[src/rtl/pario_port.sv]
module pario_port #(
  parameter int WIDTH     = 8,
  parameter int PORT_KIND = 2,
  parameter int EDGE_KIND = 2
) (
  input  logic             clk,
  input  logic             rst_n,
  input  logic             bus_sel,
  input  logic             bus_we,
  input  logic [1:0]       bus_addr,
  input  logic [WIDTH-1:0] bus_wdata,
  output logic [WIDTH-1:0] bus_rdata,
  input  logic [WIDTH-1:0] pin_in,
  output logic [WIDTH-1:0] pin_out,
  output logic [WIDTH-1:0] pin_oe,
  output logic             irq
);
  localparam bit HAS_IN  = (PORT_KIND != 1);
  localparam bit HAS_OUT = (PORT_KIND != 0);
  localparam bit HAS_DIR = (PORT_KIND == 2);

  logic [WIDTH-1:0] out_q, dir_q, mask_q, cap_q;
  logic [WIDTH-1:0] sync1, sync2, sync3, edge_hit, clr_bits;
  logic wr;

  assign wr = bus_sel & bus_we;

  always_ff @(posedge clk) begin
    if (!rst_n) begin
      sync1 <= '0;
      sync2 <= '0;
      sync3 <= '0;
    end else begin
      sync1 <= pin_in;
      sync2 <= sync1;
      sync3 <= sync2;
    end
  end

  generate
    if (!HAS_IN) begin : g_no_edge
      assign edge_hit = '0;
    end else if (EDGE_KIND == 0) begin : g_rise
      assign edge_hit = sync2 & ~sync3;
    end else if (EDGE_KIND == 1) begin : g_fall
      assign edge_hit = ~sync2 & sync3;
    end else begin : g_any
      assign edge_hit = sync2 ^ sync3;
    end
  endgenerate

  assign clr_bits = (wr && bus_addr == 2'd3) ? bus_wdata : '0;

  always_ff @(posedge clk) begin
    if (!rst_n) begin
      out_q  <= '0;
      dir_q  <= '0;
      mask_q <= '0;
      cap_q  <= '0;
    end else begin
      if (wr && bus_addr == 2'd0) out_q <= bus_wdata;
      if (HAS_DIR && wr && bus_addr == 2'd1) dir_q <= bus_wdata;
      if (wr && bus_addr == 2'd2) mask_q <= bus_wdata;
      cap_q <= (cap_q & ~clr_bits) | edge_hit;
    end
  end

  assign pin_out = HAS_OUT ? out_q : '0;
  assign pin_oe  = HAS_DIR ? dir_q : (HAS_OUT ? '1 : '0);
  assign irq     = |(cap_q & mask_q);

  always_comb begin
    case (bus_addr)
      2'd0:    bus_rdata = HAS_IN ? sync2 : out_q;
      2'd1:    bus_rdata = pin_oe;
      2'd2:    bus_rdata = mask_q;
      default: bus_rdata = cap_q;
    endcase
  end
endmodule

[config.mk]
export PLATFORM = sky130hd
export DESIGN_NAME = pario_port
export DESIGN_NICKNAME = d
export VERILOG_FILES = /design/src/rtl/pario_port.sv
export SDC_FILE = /design/constraint.sdc
export NUM_CORES = 1
export LEC_CHECK = 0
export BUFFER_PORTS_ARGS = -buffer_cell sky130_fd_sc_hd__buf_4
export CORE_ASPECT_RATIO = 0.75
export CORE_UTILIZATION = 57
export DETAILED_ROUTE_END_ITERATION = 8
export PLACE_DENSITY = 0.8
export SLEW_MARGIN = 30
export SYNTH_ARGS = -nofsm -noshare
export SYNTH_HDL_FRONTEND = slang
export SYNTH_SLANG_ARGS = --single-unit
[constraint.sdc]
create_clock -name clk -period 2.7 [get_ports clk]
set_clock_uncertainty 0.1 [all_clocks]
set_input_delay 0.54 -clock clk [delete_from_list [all_inputs] [get_ports clk]]
set_output_delay 0.54 -clock clk [all_outputs]
set_load 0.02 [all_outputs]
; ---- Word-level counts from Yosys, hierarchy flattened
; Index checks and enable logic that the tools add are counted.
[word_totals]
reg_bits = 56
in_bits = 22
[op_classes]
n_eq_ne = 3
n_mux = 2
bitwise = 6
n_reduce_logical = 6
[op_table]
columns = operator, n
row1 = one-hot mux 8 bit (3 select lines), 1
row2 = bitwise AND 8 bit, 2
row3 = 2-to-1 mux 8 bit, 1
row4 = inverter 8 bit, 1
row5 = bitwise OR 8 bit, 1
row6 = OR reduction 8 bit, 1
row7 = bitwise XOR 8 bit, 1
row8 = "equality test 2 bit, second input constant", 2
row9 = logical AND 1 bit, 4
row10 = "equality test 2 x 1 -> 1 bit, second input constant", 1
row11 = logical NOT 2 bit, 1
row12 = bitwise AND 1 bit, 1

; ---- Logic depth before layout (Yosys ltp)
[depth]
depth_word = 6
mapped_depth = 5

; ---- Worst setup path before layout
; Ideal clock, no wire load.
[synth_path]
path_kind = input-to-output
start = in bus_addr[0]
end = out bus_rdata[0]
arrival_time_ps = 1320
t_required_ps = 2060
path_slack_ps = 740
path_stages = 2
cell_sequence = buf_6 -> mux4_1
[synth_via]
elab_chain_cells = 2
word_cells_on_any_way = 4
[synth_rtl]
columns = item, line_no
row1 = start: declaration, 10  ; input logic [1:0] bus_addr,
row2 = equality test 2 bit (tied with other cells), 73  ; case (bus_addr)
row3 = one-hot mux 8 bit (3 select lines) *, 73
row4 = end: declaration, 12  ; output logic [WIDTH-1:0] bus_rdata,
; Mark *: on every way between the ends. The rest lies on a longest branch, timed or not.

; ---- Worst setup path after layout
[layout_path]
start = in bus_addr[0]
end = out bus_rdata[1]
; Same word-level chain as after synthesis.

==> run metrics <==
DR pass1 iterations=4; CTS Buf Count=5; CP Launch Type=primary input; RSZ-0062 raised after global routing=false; global route overflow=0; worst-case clock buffer depth=2; Post-CTS Resized=0; Die Span X=72.8 µm; maximum VDD drop=0.658 mV; vias in the first global route=1,458; clock period minus worst slack=2.18 ns; DR DRC count=0; fillers=254; Iter 0 DRT Violations=115; Power Density=578 nW/µm²; gpl congestion=0.746; CP Buf/Inv Count=2; Distinct cells, synth=21; clk sink count=56; fin crit share=80.6%; later-pin clock latency in the skew report=0.31 ns; Setup WS pre-CTS=0.529 ns; Vias=1,609; # rows=18; crit path max fanout=13; Worst Hold Depth=2; R2R Setup Slk=1.81 ns; P_leak=1.11 nW; Final ANT Viol Nets=0; Crit path top cell by count=buf_4; Max Freq=0.460 GHz; Rel. slew slack=52.1%; Worst Path Required=2.06 ns; most common cell after layout, fill and taps aside=dfxtp_1; Root Buffer Master=clkbuf_8; Crit. End Element=output port; H-tree Lvls=2; final setup fails=0; Starting Density=62.3%; CP max-delay cell=mux4_1; mapped cell area=2150 µm²; Syn Inst Count=200; Least-Margin Pin Slew=0.715 ns; Area contributors post-synth=dfxtp_1, mux4_1, and2_1; layout cell share with drive strength beyond 1=22.5%; Max Slew Vio Count=0; max cap viols=0; DIE HEIGHT=55.1 µm; CP Class=primary input to output port; leading area contributor after synthesis=dfxtp_1; Reg clk slew, reported paths=0.10 ns; post-synth top area share=52.2%; sequential area share after synthesis=52.2%; HPWL Detailed=3190 µm; Port Buffer Count=46; Max stage delay on crit path=0.61 ns; family with the most delay on the worst path=multiplexers; Post-Syn Area per Cell=10.7 µm²; first-pass GRT wire length=7030 µm; CTS tree=done; fin nets=261; Routed WL per cell=15.8 µm; antenna fix cells=0; Seq cells post-synth=56; initial antenna violation count=0; largest net degree at the start of global routing=65; worst path cell trace=buf_4 -> mux4_1 -> buf_4; setup bufs post-CTS=0; worst hold path type=primary input to register; worst setup margin=0.525 ns; status=finished, final reports clean; IO Pins=47; Hold Path Origin=pin_in[0]; Ys Warns=0; die area=4020 µm²; Total Wirelength=4590 µm; total track usage=24.5%; Reg2Reg Depth=2; hold_buf cts=0; Worst Hold End=sync1[0]$_SDFF_PN0_; Critical R2R Capture=cap_q[3]$_SDFF_PN0_; syn_nets=222; most frequent cells in the layout=dfxtp_1, buf_4, and2_1, nand2_1; Core Area=3450 µm²; Fin Setup TNS=0 ns; Area Overhead vs Synth=19.7%; via/cell ratio=5.55; Reg-to-Reg Start=sync2[3]$_SDFF_PN0_; Worst EP arrival=1.54 ns; Final Hold Fails=0
-- layer usage --
metal | up-vias | track usage (%) | part of all wire (%)
met2 | 65 | 41.6 | 49
li1 | 778 | - | -
met3 | 4 | 6.70 | 7.2
met5 | - | 0 | 0
met1 | 762 | 29.4 | 43
met4 | 0 | 12.4 | 0.78
-- Yosys cell counts --
cell	number
a21boi_0	14
a21boi_1	2
a22oi_1	4
and2_1	24
and4_1	1
and4b_2	1
buf_1	1
buf_2	3
buf_4	2
buf_6	2
clkbuf_1	6
dfxtp_1	56
mux4_1	8
nand2_1	24
nand3_1	16
nand4_1	1
nand4b_1	2
nand4bb_1	1
o21a_1	8
o21ai_0	16
xor2_1	8
-- sequential cells by signal (all words and copies together) (netlist names) --
signal,cells
mask_q,8
pin_oe,8
sync3,8
pin_out,8
sync1,8
sync2,8
cap_q,8
-- through the flow --
step,power [mW],instances,util (%),instance area (µm²),hold WS (ns)
3_5_place_dp,1.04,282,71.8,2470,0.318
5_1_grt,1.55,290,74.5,2570,0.322
3_3_place_gp,1.03,282,71.8,2470,0.315
4_1_cts,1.49,290,74.5,2570,0.327
6_report,1.48,290,74.5,2570,0.329
2_1_floorplan,0.976,200,-,2150,0.312
-- cell type report --
| class | instances | area, µm² | area share (%) |
|---|---|---|---|
| clock buffer | 7 | 86.3 | 3.36 |
| multi-input combinational | 130 | 946 | 36.8 |
| tap | 50 | 62.6 | 2.44 |
| sequential | 56 | 1120 | 43.6 |
| clock inverter | 1 | 7.51 | 0.292 |
| timing repair buffer | 46 | 345 | 13.4 |
-- logic make-up after synthesis --
kind of cell / count (synthesis) / synth area share (%)
xor+xnor: 8 / 3.27
mux: 8 / 9.80
compound gates: 44 / 13.5
simple gates: 70 / 17.5
buf+inv: 14 / 3.67
flops: 56 / 52.2
-- how the worst max path moves through the flow --
stage,from,end,slack (ns),depth (start not counted)
2_1_floorplan,bus_addr[0],bus_rdata[0],0.74,2
3_3_place_gp,bus_addr[0],bus_rdata[4],0.58,3
3_5_place_dp,bus_addr[0],bus_rdata[7],0.53,3
4_1_cts,bus_addr[0],bus_rdata[7],0.53,3
5_1_grt,bus_addr[0],bus_rdata[7],0.51,3
6_report,bus_addr[0],bus_rdata[1],0.52,3
-- power by group --
part           total (mW)  internal, mW  leakage, nW  switching [mW]
sequential          0.875         0.856        0.458          0.0188
combinational       0.144        0.0720        0.609          0.0718
clock               0.465         0.209       0.0445           0.257
total                1.48          1.14         1.11           0.347
Power figures use the tool's default switching activity.
